[src/rtl/bldc_pkg.sv]
package bldc_pkg;
    localparam int NPH = 3;
    typedef logic [NPH-1:0] phase_t;

    typedef struct packed {
        phase_t hi;
        phase_t lo;
    } drive_t;
endpackage

[src/rtl/hall_decode.sv]
module hall_decode
    import bldc_pkg::*;
(
    input  phase_t hall,
    input  logic   rev,
    output phase_t hi_sel,
    output phase_t lo_sel,
    output logic   valid
);
    phase_t fwd_hi;
    phase_t fwd_lo;

    always_comb begin
        valid  = 1'b1;
        fwd_hi = '0;
        fwd_lo = '0;
        unique case (hall)
            3'b001: begin fwd_hi = 3'b001; fwd_lo = 3'b010; end
            3'b011: begin fwd_hi = 3'b001; fwd_lo = 3'b100; end
            3'b010: begin fwd_hi = 3'b010; fwd_lo = 3'b100; end
            3'b110: begin fwd_hi = 3'b010; fwd_lo = 3'b001; end
            3'b100: begin fwd_hi = 3'b100; fwd_lo = 3'b001; end
            3'b101: begin fwd_hi = 3'b100; fwd_lo = 3'b010; end
            default: valid = 1'b0;
        endcase
        hi_sel = rev ? fwd_lo : fwd_hi;
        lo_sel = rev ? fwd_hi : fwd_lo;
    end
endmodule

[src/rtl/limit_blanker.sv]
module limit_blanker #(
    parameter int BLANK_SHORT = 24,
    parameter int BLANK_LONG  = 48
) (
    input  logic clk,
    input  logic rst_n,
    input  logic pwm_in,
    input  logic ilim_in,
    input  logic blank_long,
    output logic trip
);
    localparam int CNT_W = $clog2(BLANK_LONG);
    localparam logic [CNT_W-1:0] LOAD_S = CNT_W'(BLANK_SHORT - 1);
    localparam logic [CNT_W-1:0] LOAD_L = CNT_W'(BLANK_LONG - 1);

    typedef struct packed {
        logic [CNT_W-1:0] cnt;
        logic             trip;
        logic             pwm;
    } blank_st_t;

    blank_st_t st_d, st_q;
    logic rise;

    always_comb begin
        st_d     = st_q;
        st_d.pwm = pwm_in;
        rise     = pwm_in && !st_q.pwm;
        if (rise) begin
            st_d.cnt  = blank_long ? LOAD_L : LOAD_S;
            st_d.trip = 1'b0;
        end else begin
            if (st_q.cnt != '0)
                st_d.cnt = st_q.cnt - 1'b1;
            else if (ilim_in)
                st_d.trip = 1'b1;
        end
    end

    always_ff @(posedge clk or negedge rst_n) begin
        if (!rst_n) st_q <= '0;
        else        st_q <= st_d;
    end

    assign trip = st_q.trip;


    blank_window_chk: assert property (@(posedge clk) disable iff (!rst_n)
        (st_q.cnt != '0 && !st_q.trip) |=> !st_q.trip);


    trip_hold_chk: assert property (@(posedge clk) disable iff (!rst_n)
        (st_q.trip && !(pwm_in && !st_q.pwm)) |=> st_q.trip);
endmodule

[src/rtl/bldc_commutator.sv]
module bldc_commutator
    import bldc_pkg::*;
#(
    parameter int BLANK_SHORT = 24,
    parameter int BLANK_LONG  = 48
) (
    input  logic       clk,
    input  logic       rst_n,
    input  logic [2:0] hall,
    input  logic       pwm_in,
    input  logic       ilim_in,
    input  logic       run_en,
    input  logic [1:0] brake_sel,
    input  logic       dir_rev,
    input  logic       full_duty,
    input  logic       blank_long,
    output logic [2:0] hi_en,
    output logic [2:0] lo_en
);
    drive_t drv_d, drv_q;
    phase_t hi_sel, lo_sel;
    logic   valid, rev, active, chop, trip;

    assign active = run_en || (brake_sel != 2'b00);
    assign rev    = run_en ? dir_rev : !dir_rev;

    hall_decode u_dec (
        .hall   (hall),
        .rev    (rev),
        .hi_sel (hi_sel),
        .lo_sel (lo_sel),
        .valid  (valid)
    );

    limit_blanker #(
        .BLANK_SHORT (BLANK_SHORT),
        .BLANK_LONG  (BLANK_LONG)
    ) u_blank (
        .clk        (clk),
        .rst_n      (rst_n),
        .pwm_in     (pwm_in),
        .ilim_in    (ilim_in),
        .blank_long (blank_long),
        .trip       (trip)
    );

    always_comb begin
        chop     = (full_duty || pwm_in) && !trip;
        drv_d.hi = (active && valid) ? hi_sel : '0;
        drv_d.lo = (active && valid && chop) ? lo_sel : '0;
    end

    always_ff @(posedge clk or negedge rst_n) begin
        if (!rst_n) drv_q <= '0;
        else        drv_q <= drv_d;
    end

    assign hi_en = drv_q.hi;
    assign lo_en = drv_q.lo;


    leg_excl_chk: assert property (@(posedge clk) disable iff (!rst_n)
        $onehot0(hi_en) && $onehot0(lo_en) && ((hi_en & lo_en) == 3'b000));


    standby_off_chk: assert property (@(posedge clk) disable iff (!rst_n)
        (!run_en && brake_sel == 2'b00) |=> (hi_en == 3'b000 && lo_en == 3'b000));


    bad_hall_chk: assert property (@(posedge clk) disable iff (!rst_n)
        (hall == 3'b000 || hall == 3'b111) |=> (lo_en == 3'b000 && hi_en == 3'b000));


    chop_low_chk: assert property (@(posedge clk) disable iff (!rst_n)
        (!full_duty && !pwm_in) |=> (lo_en == 3'b000));
endmodule

[config.mk]
export PLATFORM = sky130hd
export DESIGN_NAME = bldc_commutator
export DESIGN_NICKNAME = d
export VERILOG_FILES = /design/src/rtl/bldc_pkg.sv /design/src/rtl/hall_decode.sv /design/src/rtl/limit_blanker.sv /design/src/rtl/bldc_commutator.sv
export SDC_FILE = /design/constraint.sdc
export NUM_CORES = 1
export LEC_CHECK = 0
export ABC_AREA = 0
export BUFFER_PORTS_ARGS = -buffer_cell sky130_fd_sc_hd__buf_4
export CAP_MARGIN = 20
export CORE_ASPECT_RATIO = 1.75
export CORE_MARGIN = 2
export CORE_UTILIZATION = 31
export DETAILED_ROUTE_END_ITERATION = 6
export PLACE_DENSITY = 0.54
export SYNTH_ARGS = -nofsm -noshare
export SYNTH_HDL_FRONTEND = slang
export SYNTH_SLANG_ARGS = --single-unit
export TNS_END_PERCENT = 1
[constraint.sdc]
create_clock -name clk -period 1.67 [get_ports clk]
set_input_delay 0.167 -clock clk [delete_from_list [all_inputs] [get_ports clk]]
set_output_delay 0.167 -clock clk [all_outputs]
set_load 0.05 [all_outputs]
After elaboration in Yosys (flattened, before gate mapping)
Index checks and enable logic that the tools add are counted.
{"block": "totals", "regBits": 14, "latch_bits": 0, "ram_bits": 0, "romBits": 0, "in_bits": 13, "out_inout_bits": 6, "wordCells": 47, "mem_count": 0}
{"block": "classes", "add_sub_neg": 1, "mul": 0, "n_div": 0, "order_cmp": 0, "eq_ne": 7, "shifts": 0, "mux": 13, "n_bitwise": 0, "reduce_logical": 21}
{"operator": "$pmux W3 S3", "count": 2}
{"operator": "$mux W3", "count": 4}
{"operator": "$mux W6", "count": 2}
{"operator": "$reduce_or A2 Y1", "count": 6}
{"operator": "$eq A3 B3 Y1 const B", "count": 3}
{"operator": "$mux W7", "count": 1}
{"operator": "$eq A3 B2 Y1 const B", "count": 2}
{"operator": "$reduce_bool A2 Y1", "count": 3}
{"operator": "$reduce_bool A6 Y1", "count": 1}
{"operator": "$reduce_or A6 Y1", "count": 1}
{"operator": "$sub A6 B1 Y6 const B", "count": 1}
{"operator": "$logic_and A1 B1 Y1", "count": 4}
{"operator": "$mux W1", "count": 4}
{"operator": "$eq A3 B1 Y1 const B", "count": 1}
{"operator": "$logic_not A1 Y1", "count": 3}
{"operator": "$logic_or A1 B1 Y1", "count": 2}
{"operator": "$ne A2 B1 Y1 const B", "count": 1}
{"operator": "$reduce_and A2 Y1", "count": 1}

Longest topological paths before layout
Gate-level depths: netlist of run 1.
{"block": "depth", "depth_word": 6, "depth_mapped": 6, "depth_no_buf": 5}

Cells and area by module
From an unflattened synthesis of run 1, not the netlist that was laid out.
{"block": "unflattened", "hier_cells": 77, "area_unflattened_um2": 767.0}
{"module": "limit_blanker", "instances": 1, "cells_per_inst": 44, "area_each_um2": 422.9, "seq_area_each_um2": 200.2}
{"module": "bldc_commutator", "instances": 1, "cells_per_inst": 16, "area_each_um2": 224.0, "seq_area_each_um2": 150.1}
{"module": "hall_decode", "instances": 1, "cells_per_inst": 17, "area_each_um2": 120.1, "seq_area_each_um2": 0.0}

Least setup slack after synthesis of run 1
No wires, ideal clock.
{"block": "synth_path", "path_kind": "register -> register", "startpoint": "register u_blank.st_q[2] in the netlist's numbering", "endpoint": "register u_blank.st_q[7] in the netlist's numbering", "setup_ns": 0.092, "arrival_time_ns": 1.228, "t_required_ns": 1.578, "setup_slack_ns": 0.350, "path_stages_with_launch": 7, "n_path_buf": 1, "synth_period_minus_slack_ns": 1.320, "path_cell_list": "dfrtp_1 inv_1 ha_1 nand2b_1 clkbuf_1 a21oi_1 o31ai_2"}
{"block": "synth_between", "elab_chain_len": 3, "word_cells_on_any_way": 5, "classes_between": "add/sub (1); mux (2); reduce/logical (2)"}
{"element": "start: declaration", "line_no": "limit_blanker.sv:22", "source": "blank_st_t st_d, st_q;"}
{"element": "start signal: assignment", "line_no": "limit_blanker.sv:42", "source": "else st_q <= st_d;"}
{"element": "$sub A6 B1 Y6", "line_no": "limit_blanker.sv:34", "source": "st_d.cnt = st_q.cnt - 1'b1;"}
{"element": "$mux W6", "line_no": "limit_blanker.sv:33", "source": "if (st_q.cnt != '0)"}
{"element": "$mux W7", "line_no": "limit_blanker.sv:29", "source": "if (rise) begin"}
Parallel ways exist; a longest one is shown, timed or not. The select of a mux whose other input is x is not followed.
A chain may end at the register's enable or synchronous reset.

Worst setup path in the final report of run 1
{"block": "layout_path", "startpoint": "register u_blank.st_q[4] in the netlist's numbering", "endpoint": "register u_blank.st_q[5] in the netlist's numbering"}
The elaborated chain is that of the path after synthesis.

==> results of run 1 <==
power breakdown:
group	total, mW	switching, mW	leakage (nW)	internal (mW)
registers	0.473	0.0625	0.176	0.410
logic	0.358	0.192	0.236	0.165
clock network	0.321	0.113	0.0288	0.208
cell families after synthesis:
| family | after synthesis | synth area share, % |
|---|---|---|
| compound gates | 20 | 16.4 |
| flops | 14 | 46.5 |
| buf+inv | 6 | 3.99 |
| xor+xnor | 4 | 4.65 |
| simple gates | 32 | 25.1 |
| fa+ha+maj | 2 | 3.32 |
synthesized netlist by cell type, drive strengths merged:
cell and n:
or3 7, nand3b 1, o21ai 6, o211ai 1, buf 1, nor2 1, nor3 4, xor2 1
o21a 3, nand4 1, ha 2, or3b 1, nand2 4, dfrtp 14, clkbuf 1, nand2b 2
xnor2 3, o21ba 1, nand3 6, o31ai 1, inv 4, o22ai 1, or2b 1, nor2b 3
a21oi 7, nor3b 1
routing by layer:
| metal | share of wire (%) | global-route usage (%) |
|---|---|---|
| met3 | 4.6 | 2.56 |
| met2 | 58 | 22.0 |
| met5 | 0 | 0 |
| met4 | 0.73 | 6.45 |
| met1 | 36 | 12.0 |
critical path: stages (launching register included):
cell and delay, ns:
dfrtp_1 0.40, or3_1 0.50, o21ai_0 0.28, o21ai_0 0.12
cell usage in the layout, fill, tap and decap left out:
cell type	count
xnor2_1	3
dfrtp_1	14
or3_1	7
nand2_1	4
ha_1	2
o31ai_2	1
nor3b_1	1
inv_1	4
nand3b_1	1
nor2b_1	2
dlygate4sd3_1	1
or3b_2	1
o21a_1	3
o21ai_0	4
nand2b_1	2
a21oi_1	7
o22ai_1	1
xor2_1	1
nor2b_4	1
nand3_1	6
buf_4	18
o21ba_2	1
nor3_1	4
o21ai_1	2
nor2_1	1
o211ai_1	1
or2b_1	1
nand4_1	1
clkbuf_8	4
registers in the layout, indices dropped and copies added, names as in the netlist:
register / flops
u_blank.st_q: 7
hi_en: 3
lo_en: 3
u_blank.trip: 1
through the flow:
stage	instances	worst slack, ns	utilization [%]
4_1_cts	124	0.233	42.1
3_5_place_dp	119	0.254	39.3
5_1_grt	124	0.126	42.1
2_1_floorplan	78	0.350	-
3_3_place_gp	119	0.280	39.3
6_report	124	0.242	42.1
area by class of cell:
class / instances / area, um2 / area share (%)
multi-input combinational: 58 / 373 / 38.5
sequential: 14 / 350 / 36.1
timing repair buffer: 19 / 145 / 15.0
clock buffer: 4 / 55.1 / 5.68
tap: 25 / 31.3 / 3.23
inverter: 4 / 15.0 / 1.55
how the worst max path moves through the flow:
stage / slack (ns) / cells after the start / from / to
after floorplan: 0.35 / 6 / u_blank.st_q[2] / u_blank.st_q[7]
after global placement: 0.28 / 3 / u_blank.st_q[4] / u_blank.st_q[5]
after detailed placement: 0.25 / 3 / u_blank.st_q[4] / u_blank.st_q[5]
after CTS: 0.23 / 3 / u_blank.st_q[4] / u_blank.st_q[5]
after global routing: 0.13 / 3 / u_blank.st_q[4] / u_blank.st_q[5]
final: 0.24 / 3 / u_blank.st_q[4] / u_blank.st_q[5]
timing repair:
action,CTS,global route
buffers inserted,0,0
endpoints found under the hold margin,14,0
endpoints found under the setup margin,0,0
hold buffers,1,0
==> reports/metrics.cfg, run 1 <==
[status]
status = finished clean

[sta]
setup-tns-final_ns = 0
hold_viol = 0
slew-limit-headroom_pct = 71.5
fin_crit_sh_pct = 85.5
tightest_slew_ns = 0.424
timing.fmax_mhz = 700
rsz0062_at_grt = no
whs_ns = 0.0596
finalCriticalPeriod_ns = 1.43
clock_skew_ns = 0.00401
timing.final.max_slew_violations = 0
setup_viol = 0

[grt]
grt_pass1_wl_um = 2500
grt_start_max_net_pins = 15
first_global_vias = 610
grt-ovfl-total = 0
grtUsageTotal_pct = 12.5
antenna_found_initial = 0

[logic_synthesis]
netlist.area_leader.share_pct = 46.5
yosys-top-cells-area = dfrtp_1, or3_1, a21oi_1, nand3_1, xnor2_1
ys_types = 28
synth_area_um2 = 753
synth.avg_cell_area_um2 = 9.66
synth_seq_cells = 14
syn_nets = 93
yosys.area.top_type = dfrtp_1
netlist_instances = 78
seq_area_frac_synth_pct = 46.5
ys_warn_count = 0

[setup_path]
start_kind = register
arrival_ns = 1.55
regToRegStartpoint = u_blank.st_q[4]
path_max_fanout = 9
rr_worst_depth = 3
cp.required_ns = 1.79
worst_setup_path_end_kind = register
regToRegSetupSlack_ns = 0.24
reg2reg_to = u_blank.st_q[5]
crit_type = register to register

[place]
dp_hpwl_um = 1210
place.gp.congestion = 0.652
placed_cell_area_um2 = 905
io_buffer_count = 18

[hold_path]
min_from = pwm_in
worstHoldPathCells = 1
holdPathEnd = u_blank.st_q[0]
worstHoldPathType = input port to register

[floorplanning]
pin_count = 19
dieArea_um2 = 2860
fp.coreArea_um2 = 2300
start_util_pct = 32.7
die_height_um = 69.2
placement_rows = 23
die_w_um = 41.3

[layout]
fill_cells = 244
drive_above_1_share_pct = 26.3
fin_area_um2 = 970
antenna_cells = 0
areaGrowthSynthToFinish_pct = 28.7
nets = 115

[clock_tree]
cts_made_buffers = 3
cts_tree = yes
path_clk_slew_ns = 0.06
root_buffer = clkbuf_8
clock-sinks = 14
clockBufferDepth = 2
worstSkewPairLatency_ns = 0.24
htree_levels = 1
cts_resized = 0

[flow_run]
maxCapViolCount = 0

[power]
power.density_nw_per_um2 = 1190
ir_drop_uv = 552
p_leak_nw = 0.441
finalPower_mw = 1.15

[drt]
antenna_left = 0
wire_per_inst_um = 12.1
vias = 629
drtIter0Drc = 8
drt-total-wl_um = 1510
dr.pass1.iters = 3
post_drt_via_cell_ratio = 5.07
drc = 0

Power figures use the tool's default switching activity.
==> run 2, diff against run 1 <==
--- a/config.mk
+++ b/config.mk
@@ -9,7 +9,7 @@
 export BUFFER_PORTS_ARGS = -buffer_cell sky130_fd_sc_hd__buf_4
 export CAP_MARGIN = 20
 export CORE_ASPECT_RATIO = 1.75
-export CORE_MARGIN = 2
+export CORE_MARGIN = 5
 export CORE_UTILIZATION = 31
 export DETAILED_ROUTE_END_ITERATION = 6
 export PLACE_DENSITY = 0.54
==> run 2 against run 1 <==
Net effect: global-route usage decreased by 1.9 points; critical path depth unchanged; cell area decreased by 1.4%; core utilization decreased by 0.60 points; register-to-register slack about the same; worst setup slack improved by 0.010 ns; via count decreased by 0.32%; hold slack improved by 0.0099 ns; combinational power increased by 2%; final cell count decreased by 0.81%; maximum frequency increased by 0.74%; clock-buffer cell count decreased by 1; largest cell class unchanged.
==> reports/metrics.cfg, run 2 (synthesis gave the netlist of run 1 again) <==
[setup_path]
rr_worst_depth = 3  ; unchanged
cp_slowest_stage_delay_ns = 0.51  ; about the same
crit_type = register to register
cpMostUsedCell = o21ai_0
cp.required_ns = 1.78  ; about the same
reg2reg_to = u_blank.st_q[5]
regToRegStartpoint = u_blank.st_q[4]
worst_setup_path_end_kind = register
path_max_fanout = 9  ; unchanged
crit_chain = or3_1, o21ai_0, o21ai_0
arrival_ns = 1.53  ; -0.02 ns
slowest_stage = or3_1
regToRegSetupSlack_ns = 0.25  ; about the same
start_kind = register

[sta]
finalWorstSetupSlack_ns = 0.252  ; +0.0105 ns
finalCriticalPeriod_ns = 1.42  ; -0.0105 ns
rsz0062_at_grt = no
slew-limit-headroom_pct = 69.0  ; -2.5 points
fin_crit_sh_pct = 84.9  ; -0.63 points
setup-tns-final_ns = 0  ; unchanged
hold_viol = 0  ; unchanged
setup_viol = 0  ; unchanged
timing.final.max_slew_violations = 0  ; unchanged
timing.fmax_mhz = 705  ; +0.74%
tightest_slew_ns = 0.462  ; +0.0376 ns
clock_skew_ns = 0.00335  ; -0.000659 ns

[grt]
grt_pass1_wl_um = 2700  ; +8.0%
first_global_vias = 610  ; unchanged
grt_start_max_net_pins = 15  ; unchanged
grt-ovfl-total = 0  ; unchanged
antenna_found_initial = 0  ; unchanged
grtUsageTotal_pct = 10.6  ; -1.9 points

[drt]
antenna_left = 0  ; unchanged
vias = 627  ; -0.32%
drc = 0  ; unchanged
post_drt_via_cell_ratio = 5.10  ; +0.49%
drt-total-wl_um = 1630  ; +8.2%
wire_per_inst_um = 13.2  ; +9.1%
dr.pass1.iters = 4  ; +1
drtIter0Drc = 9  ; +1

[layout]
fill_cells = 239  ; -2.0%
drive_above_1_share_pct = 25.5  ; -0.75 points
register_area_um2 = 350  ; unchanged
most-common-layout-cells = buf_4, dfrtp_1, or3_1, a21oi_1, nand3_1
mostFrequentLayoutCell = buf_4
fin_cells = 123  ; -0.81%
fin_area_um2 = 956  ; -1.4%
regMostFlops = u_blank.st_q
areaGrowthSynthToFinish_pct = 26.9
fin_util_pct = 41.5  ; -0.60 points
antenna_cells = 0  ; unchanged
multiInputGateArea_um2 = 373  ; unchanged
nets = 115  ; unchanged
largest_reg_flops = 7  ; unchanged

[place]
pre_cts_ws_ns = 0.271  ; +0.0166 ns
dp.cells = 119  ; unchanged
place.gp.congestion = 0.715  ; +9.7%
placed_cell_area_um2 = 905  ; unchanged
io_buffer_count = 18  ; unchanged
dp_hpwl_um = 1330  ; +9.6%

[clock_tree]
cts_tree = yes
clockBufferDepth = 2  ; unchanged
root_buffer = clkbuf_8
cts_resized = 0  ; unchanged
post-cts-setup-buffers = 0  ; unchanged
clock-sinks = 14  ; unchanged
htree_levels = 1  ; unchanged
path_clk_slew_ns = 0.05  ; about the same
ctsHoldBuffers = 1  ; unchanged
cts_made_buffers = 3  ; unchanged
worstSkewPairLatency_ns = 0.24  ; about the same

[hold_path]
worstHoldPathType = input port to register
min_from = pwm_in
holdPathEnd = u_blank.st_q[0]
worstHoldPathCells = 1  ; unchanged

[power]
p_leak_nw = 0.434  ; -1.6%
p_int_mw = 0.735  ; -6.3%
switchingPower_mw = 0.374  ; +1.8%
seqPwrFrac_pct = 43.1  ; +2.0 points
p_clk_share_pct = 24.0  ; -3.9 points
comb_power_share_pct = 32.9  ; +1.9 points
power.density_nw_per_um2 = 1160  ; -2.3%
ir_drop_uv = 501  ; -9.2%
switching_share_pct = 33.8  ; +1.8 points

[floorplanning]
die_height_um = 75.2  ; +8.7%
die_w_um = 47.3  ; +15%
placement_rows = 23  ; unchanged
start_util_pct = 32.7  ; unchanged
pin_count = 19  ; unchanged
fp.coreArea_um2 = 2300  ; unchanged
dieArea_um2 = 3550  ; +24%

[flow_run]
maxCapViolCount = 0  ; unchanged

[status]
status = finished clean

-- run 2: cell count changes in the layout (fill, tap and decap cells not counted) --
cell      delta
clkbuf_8     -1
-- run 2: through the flow --
stage | hold slack [ns] | power (mW)
6_report | 0.0695 | 1.11
5_1_grt | 0.0691 | 1.18
3_5_place_dp | 0.0294 | 0.849
2_1_floorplan | -0.129 | 0.753
3_3_place_gp | 0.0271 | 0.838
4_1_cts | 0.0643 | 1.12
-- run 2: layer usage --
metal,GRT usage (%),wire (um),up-vias
met5,0,0,-
met4,3.69,13,0
met3,1.91,67,2
met2,18.8,908,15
met1,12.1,639,291
li1,-,-,319
-- run 2: worst max path at each step --
stage / from / to / slack, ns / cells past startpoint
finish: u_blank.st_q[4] / u_blank.st_q[5] / 0.25 / 3
global route: u_blank.st_q[4] / u_blank.st_q[5] / 0.10 / 3
CTS: u_blank.st_q[4] / u_blank.st_q[5] / 0.26 / 3
detailed placement: u_blank.st_q[4] / u_blank.st_q[5] / 0.27 / 3
global placement: u_blank.st_q[4] / u_blank.st_q[5] / 0.30 / 3
floorplan: u_blank.st_q[2] / u_blank.st_q[7] / 0.35 / 6
-- run 2: area by class of cell --
| type | instances | area share, % |
|---|---|---|
| multi-input cells | 58 | 39.0 |
| flip-flops and latches | 14 | 36.6 |
| repair buffers | 19 | 15.2 |
| clock buffers | 3 | 4.32 |
| well taps | 25 | 3.27 |
| inverters | 4 | 1.57 |
-- run 2: critical path: cells and delay by family, from the launching register on --
family          cells  cell delay (ns)
compound gates      2             0.37
flops               1             0.41
simple gates        1             0.51
-- run 2: power by group through the flow --
stage	registers [mW]	clock network, mW	logic [mW]
after floorplan	0.507	0	0.246
after global placement	0.480	0	0.359
after detailed placement	0.483	0	0.366
after CTS	0.477	0.275	0.370
after global routing	0.494	0.285	0.404
final	0.478	0.266	0.364
